File: src/rtl/iack_pkg.sv
package iack_pkg;
  typedef enum logic [1:0] {
    ST_IDLE  = 2'd0,
    ST_ISSUE = 2'd1,
    ST_WAIT  = 2'd2,
    ST_RESP  = 2'd3
  } iack_st_e;

  localparam int LINK_AW = 40;
  localparam logic [LINK_AW-1:0] LINK_IACK_BASE = 40'hFD_F900_0000;
endpackage

File: src/rtl/iack_timer.sv
module iack_timer #(
  parameter int TIMEOUT_CYC = 32
) (
  input  logic clk,
  input  logic rst_n,
  input  logic start,
  input  logic run,
  output logic expire
);
  localparam int CW = $clog2(TIMEOUT_CYC + 1);
  localparam logic [CW-1:0] LAST = CW'(TIMEOUT_CYC - 1);

  logic [CW-1:0] cnt;

  always_ff @(posedge clk or negedge rst_n) begin
    if (!rst_n)            cnt <= '0;
    else if (start)        cnt <= '0;
    else if (run && !expire) cnt <= cnt + 1'b1;
  end

  assign expire = run && (cnt == LAST);

  // the count never passes the timeout limit
  p_cnt_bound_r9: assert property (@(posedge clk) disable iff (!rst_n)
    cnt <= LAST);
endmodule

File: src/rtl/iack_steer.sv
module iack_steer
  import iack_pkg::*;
#(
  parameter int VEC_W = 8
) (
  input  iack_st_e           st,
  input  logic               path_link,
  output logic               lnk_req_valid,
  input  logic               lnk_req_ready,
  output logic [LINK_AW-1:0] lnk_req_addr,
  output logic               lnk_req_compat,
  input  logic               lnk_rsp_valid,
  input  logic [VEC_W-1:0]   lnk_rsp_vec,
  output logic               pci_req_valid,
  input  logic               pci_req_ready,
  input  logic               pci_rsp_valid,
  input  logic [VEC_W-1:0]   pci_rsp_vec,
  output logic               sel_req_ready,
  output logic               sel_rsp_valid,
  output logic [VEC_W-1:0]   sel_rsp_vec
);
  logic issuing, waiting;

  always_comb begin
    issuing        = (st == ST_ISSUE);
    waiting        = (st == ST_WAIT);
    lnk_req_valid  = issuing &&  path_link;
    pci_req_valid  = issuing && !path_link;
    lnk_req_addr   = LINK_IACK_BASE;
    lnk_req_compat = lnk_req_valid;
    sel_req_ready  = path_link ? lnk_req_ready : pci_req_ready;
    sel_rsp_valid  = waiting && (path_link ? lnk_rsp_valid : pci_rsp_valid);
    sel_rsp_vec    = path_link ? lnk_rsp_vec : pci_rsp_vec;
  end
endmodule

File: src/rtl/iack_ctl.sv
module iack_ctl
  import iack_pkg::*;
#(
  parameter int VEC_W = 8
) (
  input  logic             clk,
  input  logic             rst_n,
  input  logic             cfg_on_link,
  input  logic             cpu_req_valid,
  output logic             cpu_req_ready,
  output logic             cpu_rsp_valid,
  input  logic             cpu_rsp_ready,
  output logic [VEC_W-1:0] cpu_rsp_vec,
  output logic             cpu_rsp_err,
  output iack_st_e         st,
  output logic             path_link,
  output logic             accept,
  input  logic             sel_req_ready,
  input  logic             sel_rsp_valid,
  input  logic [VEC_W-1:0] sel_rsp_vec,
  input  logic             expire,
  output logic             done_link_ok
);
  localparam logic [VEC_W-1:0] TIMEOUT_VEC = {VEC_W{1'b1}};

  logic [VEC_W-1:0] vec_q;
  logic             err_q;

  assign cpu_req_ready = (st == ST_IDLE);
  assign accept        = cpu_req_valid && cpu_req_ready;
  assign cpu_rsp_valid = (st == ST_RESP);
  assign cpu_rsp_vec   = vec_q;
  assign cpu_rsp_err   = err_q;
  assign done_link_ok  = cpu_rsp_valid && cpu_rsp_ready && path_link && !err_q;

  always_ff @(posedge clk or negedge rst_n) begin
    if (!rst_n) begin
      st        <= ST_IDLE;
      path_link <= 1'b0;
      vec_q     <= '0;
      err_q     <= 1'b0;
    end else begin
      unique case (st)
        ST_IDLE: if (accept) begin
          st        <= ST_ISSUE;
          path_link <= cfg_on_link;
        end
        ST_ISSUE: if (expire) begin
          st    <= ST_RESP;
          vec_q <= TIMEOUT_VEC;
          err_q <= 1'b1;
        end else if (sel_req_ready) begin
          st <= ST_WAIT;
        end
        ST_WAIT: if (sel_rsp_valid) begin
          st    <= ST_RESP;
          vec_q <= sel_rsp_vec;
          err_q <= 1'b0;
        end else if (expire) begin
          st    <= ST_RESP;
          vec_q <= TIMEOUT_VEC;
          err_q <= 1'b1;
        end
        ST_RESP: if (cpu_rsp_ready) st <= ST_IDLE;
        default: st <= ST_IDLE;
      endcase
    end
  end

  // the latched path does not move while a transaction is open
  p_path_locked_r5: assert property (@(posedge clk) disable iff (!rst_n)
    (st != ST_IDLE && !(st == ST_RESP && cpu_rsp_ready)) |=> $stable(path_link));
endmodule

File: src/rtl/iack_extint.sv
module iack_extint #(
  parameter int IRQ_COUNT  = 64,
  parameter int EXTINT_IRQ = 54
) (
  input  logic                 clk,
  input  logic                 rst_n,
  input  logic                 msg,
  input  logic                 clr,
  output logic [IRQ_COUNT-1:0] irq_lines
);
  logic pend;

  always_ff @(posedge clk or negedge rst_n) begin
    if (!rst_n)   pend <= 1'b0;
    else if (msg) pend <= 1'b1;
    else if (clr) pend <= 1'b0;
  end

  for (genvar i = 0; i < IRQ_COUNT; i++) begin : g_line
    if (i == EXTINT_IRQ) begin : g_used
      assign irq_lines[i] = pend;
    end else begin : g_idle
      assign irq_lines[i] = 1'b0;
    end
  end

  // a message always leaves the line raised on the next cycle
  p_msg_raises_r11: assert property (@(posedge clk) disable iff (!rst_n)
    msg |=> irq_lines[EXTINT_IRQ]);
endmodule

File: src/rtl/intack_router.sv
module intack_router
  import iack_pkg::*;
#(
  parameter int VEC_W       = 8,
  parameter int TIMEOUT_CYC = 32,
  parameter int IRQ_COUNT   = 64,
  parameter int EXTINT_IRQ  = 54
) (
  input  logic                 clk,
  input  logic                 rst_n,
  input  logic                 cfg_on_link,
  input  logic                 cpu_req_valid,
  output logic                 cpu_req_ready,
  output logic                 cpu_rsp_valid,
  input  logic                 cpu_rsp_ready,
  output logic [VEC_W-1:0]     cpu_rsp_vec,
  output logic                 cpu_rsp_err,
  output logic                 lnk_req_valid,
  input  logic                 lnk_req_ready,
  output logic [LINK_AW-1:0]   lnk_req_addr,
  output logic                 lnk_req_compat,
  input  logic                 lnk_rsp_valid,
  input  logic [VEC_W-1:0]     lnk_rsp_vec,
  output logic                 pci_req_valid,
  input  logic                 pci_req_ready,
  input  logic                 pci_rsp_valid,
  input  logic [VEC_W-1:0]     pci_rsp_vec,
  input  logic                 lnk_extint,
  output logic [IRQ_COUNT-1:0] irq_lines
);
  iack_st_e         st;
  logic             path_link, accept, expire, done_link_ok;
  logic             sel_req_ready, sel_rsp_valid;
  logic [VEC_W-1:0] sel_rsp_vec;

  iack_ctl #(.VEC_W(VEC_W)) u_ctl (
    .clk, .rst_n, .cfg_on_link, .cpu_req_valid, .cpu_req_ready,
    .cpu_rsp_valid, .cpu_rsp_ready, .cpu_rsp_vec, .cpu_rsp_err,
    .st, .path_link, .accept, .sel_req_ready, .sel_rsp_valid,
    .sel_rsp_vec, .expire, .done_link_ok
  );

  iack_steer #(.VEC_W(VEC_W)) u_steer (
    .st, .path_link, .lnk_req_valid, .lnk_req_ready, .lnk_req_addr,
    .lnk_req_compat, .lnk_rsp_valid, .lnk_rsp_vec, .pci_req_valid,
    .pci_req_ready, .pci_rsp_valid, .pci_rsp_vec, .sel_req_ready,
    .sel_rsp_valid, .sel_rsp_vec
  );

  iack_timer #(.TIMEOUT_CYC(TIMEOUT_CYC)) u_timer (
    .clk, .rst_n, .start(accept),
    .run(st == ST_ISSUE || st == ST_WAIT), .expire
  );

  iack_extint #(.IRQ_COUNT(IRQ_COUNT), .EXTINT_IRQ(EXTINT_IRQ)) u_extint (
    .clk, .rst_n, .msg(lnk_extint), .clr(done_link_ok), .irq_lines
  );

  // an accepted request blocks further acceptance on the next cycle
  p_single_txn_r2: assert property (@(posedge clk) disable iff (!rst_n)
    (cpu_req_valid && cpu_req_ready) |=> !cpu_req_ready);

  // never both back-ends at once
  p_one_path_r4: assert property (@(posedge clk) disable iff (!rst_n)
    !(lnk_req_valid && pci_req_valid));

  // back-end requests hold until taken
  p_lnk_hold_r7: assert property (@(posedge clk) disable iff (!rst_n)
    (lnk_req_valid && !lnk_req_ready && !expire) |=> (lnk_req_valid && $stable(lnk_req_addr)));
  p_pci_hold_r7: assert property (@(posedge clk) disable iff (!rst_n)
    (pci_req_valid && !pci_req_ready && !expire) |=> pci_req_valid);

  // CPU response holds under back-pressure
  p_rsp_hold_r8: assert property (@(posedge clk) disable iff (!rst_n)
    (cpu_rsp_valid && !cpu_rsp_ready) |=>
      (cpu_rsp_valid && $stable(cpu_rsp_vec) && $stable(cpu_rsp_err)));

  // a timeout response carries the all-ones byte
  p_timeout_vec_r9: assert property (@(posedge clk) disable iff (!rst_n)
    (cpu_rsp_valid && cpu_rsp_err) |-> (cpu_rsp_vec == {VEC_W{1'b1}}));
endmodule

File: config.mk
export PLATFORM = sky130hd
export DESIGN_NAME = intack_router
export DESIGN_NICKNAME = d
export VERILOG_FILES = /design/src/rtl/iack_pkg.sv /design/src/rtl/iack_timer.sv /design/src/rtl/iack_steer.sv /design/src/rtl/iack_ctl.sv /design/src/rtl/iack_extint.sv /design/src/rtl/intack_router.sv
export SDC_FILE = /design/constraint.sdc
export NUM_CORES = 1
export LEC_CHECK = 0
export ABC_AREA = 1
export CAP_MARGIN = 20
export CORE_MARGIN = 2
export CORE_UTILIZATION = 60
export DETAILED_ROUTE_END_ITERATION = 10
export DONT_BUFFER_PORTS = 1
export PLACE_DENSITY = 0.76
export SYNTH_ARGS = -nofsm -noshare
export SYNTH_HDL_FRONTEND = slang
export SYNTH_SLANG_ARGS = --single-unit
File: constraint.sdc
create_clock -name clk -period 1.9 [get_ports clk]
set_input_delay 0.095 -clock clk [delete_from_list [all_inputs] [get_ports clk]]
set_output_delay 0.095 -clock clk [all_outputs]
set_load 0.05 [all_outputs]
After elaboration in Yosys (flattened, before gate mapping)
Cells that the tools add are included.

word-level totals
  bits of input ports = 26
  register bits after elaboration = 19
  word-level logic and storage cells = 54

operators by class
  eq/ne operators = 8
  multiplexer cells = 20
  reduce and logical (&&, ||, !) cells = 19
  add/subtract/negate cells = 1

operator list
  operator                                             number
  two-way mux 8 bit                                    3
  case mux 8 bit (2 select lines)                      1
  two-way mux 2 bit                                    6
  two-way mux 6 bit                                    2
  logical AND 1 bit                                    9
  case mux 2 bit (4 select lines)                      1
  adder 6 x 1 -> 6 bit, second input constant          1
  equality test 6 x 5 -> 1 bit, second input constant  1
  two-way mux 1 bit                                    6
  != test 3 x 2 -> 1 bit, second input constant        2
  nonzero test 2 bit                                   3
  equality test 2 bit, second input constant           2
  != test 2 bit, second input constant                 2
  AND reduction 4 bit                                  1
  zero test 1 bit                                      3
  equality test 2 x 1 -> 1 bit, second input constant  1
  zero test 2 bit                                      1
  case mux 1 bit (2 select lines)                      1
  AND reduction 2 bit                                  1
  logical OR 1 bit                                     1

Longest topological paths before layout
Gate-level depths: netlist of the first run.

  depth after elaboration = 7
  mapped depth = 10
  mapped depth without buffers = 10

By module
Synthesis of the first run repeated with hierarchy kept, for this count alone.

second synthesis, totals
  cells, all modules = 276
  area total of the unflattened synthesis = 1,989.4 um^2

modules (own cells, without submodules)
  module         area each (um^2)  cells each  times used
  iack_ctl       605.6             71          1
  iack_extint    524.3             70          1
  iack_steer     474.2             80          1
  iack_timer     366.6             50          1
  intack_router  18.8              5           1

Worst setup path after synthesis of the first run
OpenSTA, ideal clock, no wires.

  kind = reg-to-reg
  start point = reg u_ctl.st[0]
  end point = reg u_timer.cnt[5]
  slack = 0.197 ns
  cell stages (with the launch flop) = 8
  data arrival time = 1.583 ns
  setup time = 0.121 ns
  cell sequence = dfrtp_1 > inv_1 > ha_1 > nand2_1 > nand2_4 > clkinv_2 > nand2_1 > o21ai_1

RTL lines
  what                                                     line                 source
  from (decl)                                              iack_ctl.sv:15       output iack_st_e st,
  from (signal assigned)                                   iack_ctl.sv:38       st <= ST_IDLE;
  from (signal assigned)                                   iack_ctl.sv:45       st <= ST_ISSUE;
  from (signal assigned)                                   iack_ctl.sv:49       st <= ST_RESP;
  zero test 2 bit *                                        iack_ctl.sv:29       assign cpu_req_ready = (st == ST_IDLE);
  named net cpu_req_ready                                  intack_router.sv:13  output logic cpu_req_ready,
  logical AND 1 bit *                                      iack_ctl.sv:30       assign accept = cpu_req_valid && cpu_req_ready;
  two-way mux 6 bit or nonzero test 2 bit (tied branches)  -
  to (signal assigned)                                     iack_timer.sv:18     else if (run && !expire) cnt <= cnt + 1'b1;
  to (decl)                                                iack_timer.sv:13     logic [CW-1:0] cnt;

The timed path passes the listed nets; every way through them passes the cells marked *.
A chain may end at the register's enable or synchronous reset.

Worst setup path in the final report of the first run
  start point = reg u_ctl.st[0]
  end point = reg u_ctl.vec_q[5] (netlist: u_ctl.cpu_rsp_vec[5])

on the way
  cells in the longest elaborated chain, start to end = 6

ends and longest elaborated chain
  what                                                                 line                 source
  equality test 2 x 1 -> 1 bit or equality test 2 bit (tied branches)  intack_router.sv:52  .run(st == ST_ISSUE || st == ST_WAIT), .expire
  logical OR 1 bit *                                                   intack_router.sv:52
  named net u_timer.run                                                iack_timer.sv:7      input logic run,
  logical AND 1 bit *                                                  iack_timer.sv:21     assign expire = run && (cnt == LAST);
  two-way mux 8 bit *                                                  -
  two-way mux 8 bit                                                    iack_ctl.sv:55       ST_WAIT: if (sel_rsp_valid) begin
  case mux 8 bit (2 select lines) *                                    iack_ctl.sv:43       unique case (st)
  to (signal assigned)                                                 iack_ctl.sv:57       vec_q <= sel_rsp_vec;
  to (decl)                                                            iack_ctl.sv:26       logic [VEC_W-1:0] vec_q;

Marked as above.

==> results of run 1 <==
## through the flow
stage	instances	utilization [%]	area (sq um)	total power [mW]
final	311	55.3	1700	2.73
after global routing	311	55.3	1700	2.96
after CTS	311	55.3	1700	2.75
after detailed placement	303	53.1	1630	2.52
after global placement	303	53.1	1630	2.49
after floorplan	360	-	2340	2.45
## synth_stat cells, types with 4 or more instances
master and n:
buf_4 106, nand2_1 41, inv_1 25, dfrtp_1 19, nand3_1 18, o21ai_0 8, ha_1 6, o21ai_1 6
nand2_2 4
## cells by family (layout without fill, tap and decap cells)
family / Yosys count / after routing / synth area share [%]
AO/OA/AOI/OAI: 19 / 19 / 5.05
XOR/XNOR: 3 / 3 / 1.34
adder cells (fa/ha/maj): 6 / 6 / 3.83
buffers and inverters: 135 / 42 / 46.3
flip-flops: 19 / 19 / 24.3
other: 2 / 103 / 0.384
AND/OR/NAND/NOR: 75 / 75 / 18.9
## sequential cells by signal, summed over array words and instances (netlist names)
signal,flops
u_extint.pend,1
u_ctl.cpu_rsp_err,1
u_ctl.path_link,1
u_ctl.cpu_rsp_vec,8
u_ctl.st,2
u_timer.cnt,6
## critical path, delay by kind of cell (launching register included)
| kind | cells | cell delay, ps |
|---|---|---|
| AO/OA/AOI/OAI | 1 | 90 |
| adder cells (fa/ha/maj) | 1 | 450 |
| buffers and inverters | 3 | 330 |
| flip-flops | 1 | 430 |
| AND/OR/NAND/NOR | 2 | 260 |
## cell type report
type,count,area share [%]
clock inverter,1,0.294
multi-input combinational,206,56.2
sequential,19,27.9
inverter,29,6.47
timing repair buffer,9,4.56
clock buffer,3,1.32
tap,44,3.24
## layer usage
layer	vias up	wire length [um]
li1	602	-
met1	541	1160
met2	79	1530
met3	2	315
met4	0	21
met5	-	0
## report_power, final
group	total, mW	switching (mW)	internal [mW]	leakage, nW
clock	0.208	0.130	0.0785	0.0177
combinational	1.55	1.18	0.366	0.742
sequential	0.971	0.425	0.546	0.223
## worst paths after layout
path | to | slack [ps]
max in group asynchronous | u_timer.cnt[0] | 1050
setup reg to reg | u_ctl.cpu_rsp_vec[5] | 240
hold / removal | u_ctl.cpu_rsp_vec[2] | 20
hold reg to reg | u_timer.cnt[1] | 520
min in group asynchronous | u_timer.cnt[4] | 330
setup / recovery | u_ctl.cpu_rsp_vec[5] | 240
## timing repair
item / in CTS / in global routing
hold buffers: 4 / 0
endpoints found under the hold margin: 21 / 0
resized for setup: 0 / 0
==> results.sh, run 1 <==
export IMPL_clock_sinks=19
export IMPL_finClkSkew_ps=2.10
export IMPL_io_buffers=0
export IMPL_hp_class="in -> reg"
export IMPL_drt_initial_drc_count=48
export IMPL_yosysWarnings=0
export IMPL_ios=144
export IMPL_min_from="pci_rsp_vec[2]"
export IMPL_vdd_ir_drop_max_v=0.00103
export IMPL_fin_tns_setup_ps=0
export IMPL_vias_per_cell=3.94
export IMPL_rr_startpoint="u_ctl.st[0]"
export IMPL_cp_end_kind="register"
export IMPL_crit_path_max_fanout=8
export IMPL_leakagePower_nw=0.983
export IMPL_synth_top_area_cell="buf_4"
export IMPL_synth_top_area_share_pct=40.6
export IMPL_antenna_left=0
export IMPL_antennaDiodeCount=0
export IMPL_fillCellCount=315
export IMPL_grt_pass1_vias=951
export IMPL_path_class="reg -> reg"
export IMPL_multi_input_area_sq_um=956
export IMPL_cp_data_arrival_time_ps=1860
export IMPL_status="complete, no violations"
export IMPL_rsz0062_at_grt="false"
export IMPL_synth_edf_count=0
export IMPL_antenna_found_initial=0
export IMPL_power_per_cell_area_mw_per_mm2=1600
export IMPL_startpoint_type="register"
export IMPL_async_reset_ff_share_pct=100
export IMPL_syn_inst=259
export IMPL_grt_max_degree=20
export IMPL_critPathMaxStageDelay_ps=450
export IMPL_ys_seq_area_share_pct=24.3
export IMPL_critical_path_slowest_cell="ha_1"
export IMPL_clockBufferDepth=2
export IMPL_max_freq_mhz=601
export IMPL_fin_crit_sh_pct=87.5
export IMPL_setup_ws_ps=237
export IMPL_whs_ps=24.6
export IMPL_drc=0
export IMPL_die_w_um=61.1
export IMPL_min_period_ps=1660
export IMPL_cts_setup_buffers=0
export IMPL_dp_slack_ps=270
export IMPL_htreeDepth=1
export IMPL_slew_violations=0
export IMPL_num_rows=20
export IMPL_synth_cell_types=22
export IMPL_dr_pass1_iters=4
export IMPL_ys_flop_type="dfrtp_1"
export IMPL_ys_seq_elements=19
export IMPL_synthToLayoutAreaGrowth_pct=-13.1
export IMPL_worst_slew_pin_transition_ps=846
export IMPL_cts_tree="built"
export IMPL_nets=300
export IMPL_grt_util_met2_pct=24.0
export IMPL_track_usage_pct=15.6
export IMPL_use_met1_pct=20.7
export IMPL_wirelength_um=3030
export IMPL_routabilityCongestion=0.741
export IMPL_clock_root_buffer="clkbuf_4"
export IMPL_die_y_um=61.1
export IMPL_crit_required_ps=2100
export IMPL_dieArea_sq_mm=0.00374
export IMPL_crit_chain="inv_1, ha_1, nand3_2, inv_2, nand3_1, o21ai_1, inv_1"
export IMPL_critPathLaunch="u_ctl.st[0]"
export IMPL_synth_area_top_cells="buf_4 41%, dfrtp_1 24%, nand2_1 7.9%, inv_1 4.8%, nand3_1 4.6%"
export IMPL_reg2reg_depth=7
export IMPL_start_util_pct=63.6
export IMPL_ff_latch_area_sq_um=475
export IMPL_wl_per_cell_um=9.73
export IMPL_final_layout_size_suffix_gt1_share_pct=9.36
export IMPL_final_common_cell="conb_1"
export IMPL_setup_viol=0
export IMPL_syn_area_sq_mm=0.00196
export IMPL_whs_path_depth=4
export IMPL_slew_headroom_pct=43.4
export IMPL_hold_viol=0
export IMPL_crit_top_cell="inv_1"
export IMPL_hpwlAfterDp_um=2490
export IMPL_final_cell_mix="103 x conb_1, 41 x nand2_1, 25 x inv_1"
export IMPL_postSynthAreaPerCell_sq_um=7.56
export IMPL_top_usage_layer="met2"
export IMPL_via_count=1224
export IMPL_core_area_sq_mm=0.00308
export IMPL_clk_latency_ps=300
export IMPL_cap_violations=0
export IMPL_gr_total_overflow=0
export IMPL_grt_pass1_wl_um=4280
export IMPL_numCtsBuffers=3
export IMPL_use_met3_pct=6.09
export IMPL_clk_pin_slew_ps=110
(Power assumes the default switching activity.)
==> inputs of run 2 (changes only) <==
--- a/config.mk
+++ b/config.mk
@@ -8,10 +8,9 @@
 export ABC_AREA = 1
 export CAP_MARGIN = 20
 export CORE_MARGIN = 2
-export CORE_UTILIZATION = 60
+export CORE_UTILIZATION = 39
 export DETAILED_ROUTE_END_ITERATION = 10
 export DONT_BUFFER_PORTS = 1
-export PLACE_DENSITY = 0.76
 export SYNTH_ARGS = -nofsm -noshare
 export SYNTH_HDL_FRONTEND = slang
 export SYNTH_SLANG_ARGS = --single-unit
==> results.sh, run 2 (synthesis gave the netlist of run 1 again) <==
export IMPL_status="complete, no violations"
export IMPL_antennaDiodeCount=0
export IMPL_final_cell_mix="103 x conb_1, 41 x nand2_1, 25 x inv_1"
export IMPL_clockBufferDepth=2
export IMPL_min_period_ps=1640
export IMPL_slew_headroom_pct=40.1
export IMPL_whs_ps=53.3
export IMPL_worst_slew_pin_transition_ps=896
export IMPL_clock_sinks=19
export IMPL_rsz0062_at_grt="false"
export IMPL_leakagePower_nw=0.986
export IMPL_wirelength_um=3030
export IMPL_io_buffers=0
export IMPL_ios=144
export IMPL_crit_path_max_fanout=8
export IMPL_antenna_found_initial=0
export IMPL_cp_data_arrival_time_ps=1790
export IMPL_startpoint_type="register"
export IMPL_power_per_cell_area_mw_per_mm2=1610
export IMPL_grt_pass1_vias=944
export IMPL_hpwlAfterDp_um=2590
export IMPL_postPlaceCellArea_sq_mm=0.00166
export IMPL_reg2reg_depth=7
export IMPL_start_util_pct=40.9
export IMPL_cp_end_kind="register"
export IMPL_slew_violations=0
export IMPL_htreeDepth=1
export IMPL_design_area_sq_mm=0.00174
export IMPL_core_area_sq_mm=0.00479
export IMPL_clk_latency_ps=260
export IMPL_clk_pin_slew_ps=70
export IMPL_drt_initial_drc_count=42
export IMPL_fin_tns_setup_ps=0
export IMPL_path_class="reg -> reg"
export IMPL_largest_reg_flops=8
export IMPL_track_usage_pct=10.3
export IMPL_dieArea_sq_mm=0.00560
export IMPL_hp_class="in -> reg"
export IMPL_p_total_mw=2.80
export IMPL_whs_path_depth=3
export IMPL_max_freq_mhz=608
export IMPL_synthToLayoutAreaGrowth_pct=-11.2
export IMPL_fin_crit_sh_pct=86.5
export IMPL_via_count=1239
export IMPL_grt_pass1_wl_um=4440
export IMPL_setup_viol=0
export IMPL_drc=0
export IMPL_numCtsBuffers=3
export IMPL_vias_per_cell=3.72
export IMPL_final_common_cell="conb_1"
export IMPL_hold_viol=0
export IMPL_gr_total_overflow=0
export IMPL_fillCellCount=524
export IMPL_die_y_um=74.9
export IMPL_vdd_ir_drop_max_v=0.000844
export IMPL_routabilityCongestion=0.767
export IMPL_grt_max_degree=20
export IMPL_die_w_um=74.9
export IMPL_cap_violations=0
export IMPL_wl_per_cell_um=9.09
export IMPL_cts_tree="built"
export IMPL_finClkSkew_ps=4.39
export IMPL_final_layout_size_suffix_gt1_share_pct=9.02
export IMPL_nets=299
export IMPL_antenna_left=0
export IMPL_crit_required_ps=2050
export IMPL_dr_pass1_iters=4
export IMPL_clock_root_buffer="clkbuf_8"
export IMPL_num_rows=25
run 2: power breakdown:
part           total, mW  switching, mW  internal (mW)
Sequential         0.962          0.415          0.547
Clock              0.283          0.134          0.149
Combinational       1.56           1.19          0.363
Total               2.80           1.74           1.06
run 2: critical path, cell delays in order (launching register included):
cell,delay (ps)
dfrtp_1,420
inv_1,110
ha_1,460
nand3_2,180
inv_2,150
nand3_1,90
o21ai_0,80
inv_1,50
run 2: path summary, 6_finish.rpt:
check	slack, ps	startpoint	to
setup / recovery	260	u_ctl.st[0]	u_ctl.cpu_rsp_vec[7]
hold / removal	50	cpu_rsp_ready	u_extint.pend
hold reg to reg	510	u_timer.cnt[1]	u_timer.cnt[1]
min in group asynchronous	410	rst_n	u_ctl.cpu_rsp_vec[6]
setup reg to reg	260	u_ctl.st[0]	u_ctl.cpu_rsp_vec[7]
max in group asynchronous	940	rst_n	u_extint.pend
run 2: routing by layer:
layer | up-vias | share of wire [%] | wire [um] | GRT usage, %
met5 | - | 0 | 0 | 0
met4 | 0 | 0.89 | 27 | 2.38
met3 | 5 | 11 | 347 | 3.88
met2 | 84 | 47 | 1410 | 14.9
met1 | 553 | 41 | 1240 | 14.6
li1 | 597 | - | - | -
run 2: cell type report:
cell class | instances | area, sq um | area share (%)
Multi-Input combinational cell | 206 | 956 | 55.0
Sequential cell | 19 | 475 | 27.4
Tap cell | 67 | 83.8 | 4.82
Inverter | 29 | 110 | 6.34
Timing Repair Buffer | 8 | 67.6 | 3.89
Clock buffer | 4 | 45.0 | 2.59
run 2: metrics by stage:
| stage | instances | utilization, % | setup WS, ps |
|---|---|---|---|
| final | 333 | 36.3 | 256 |
| after global routing | 333 | 36.3 | 69.8 |
| after CTS | 333 | 36.3 | 241 |
| after detailed placement | 326 | 34.7 | 260 |
| after global placement | 326 | 34.7 | 325 |
| after floorplan | 360 | - | 197 |
run 2: what timing repair did:
| action | in CTS | in global routing |
|---|---|---|
| setup buffers | 0 | 0 |
| resized for setup | 0 | 0 |
| hold endpoints to repair | 21 | 0 |
| hold buffers | 3 | 0 |
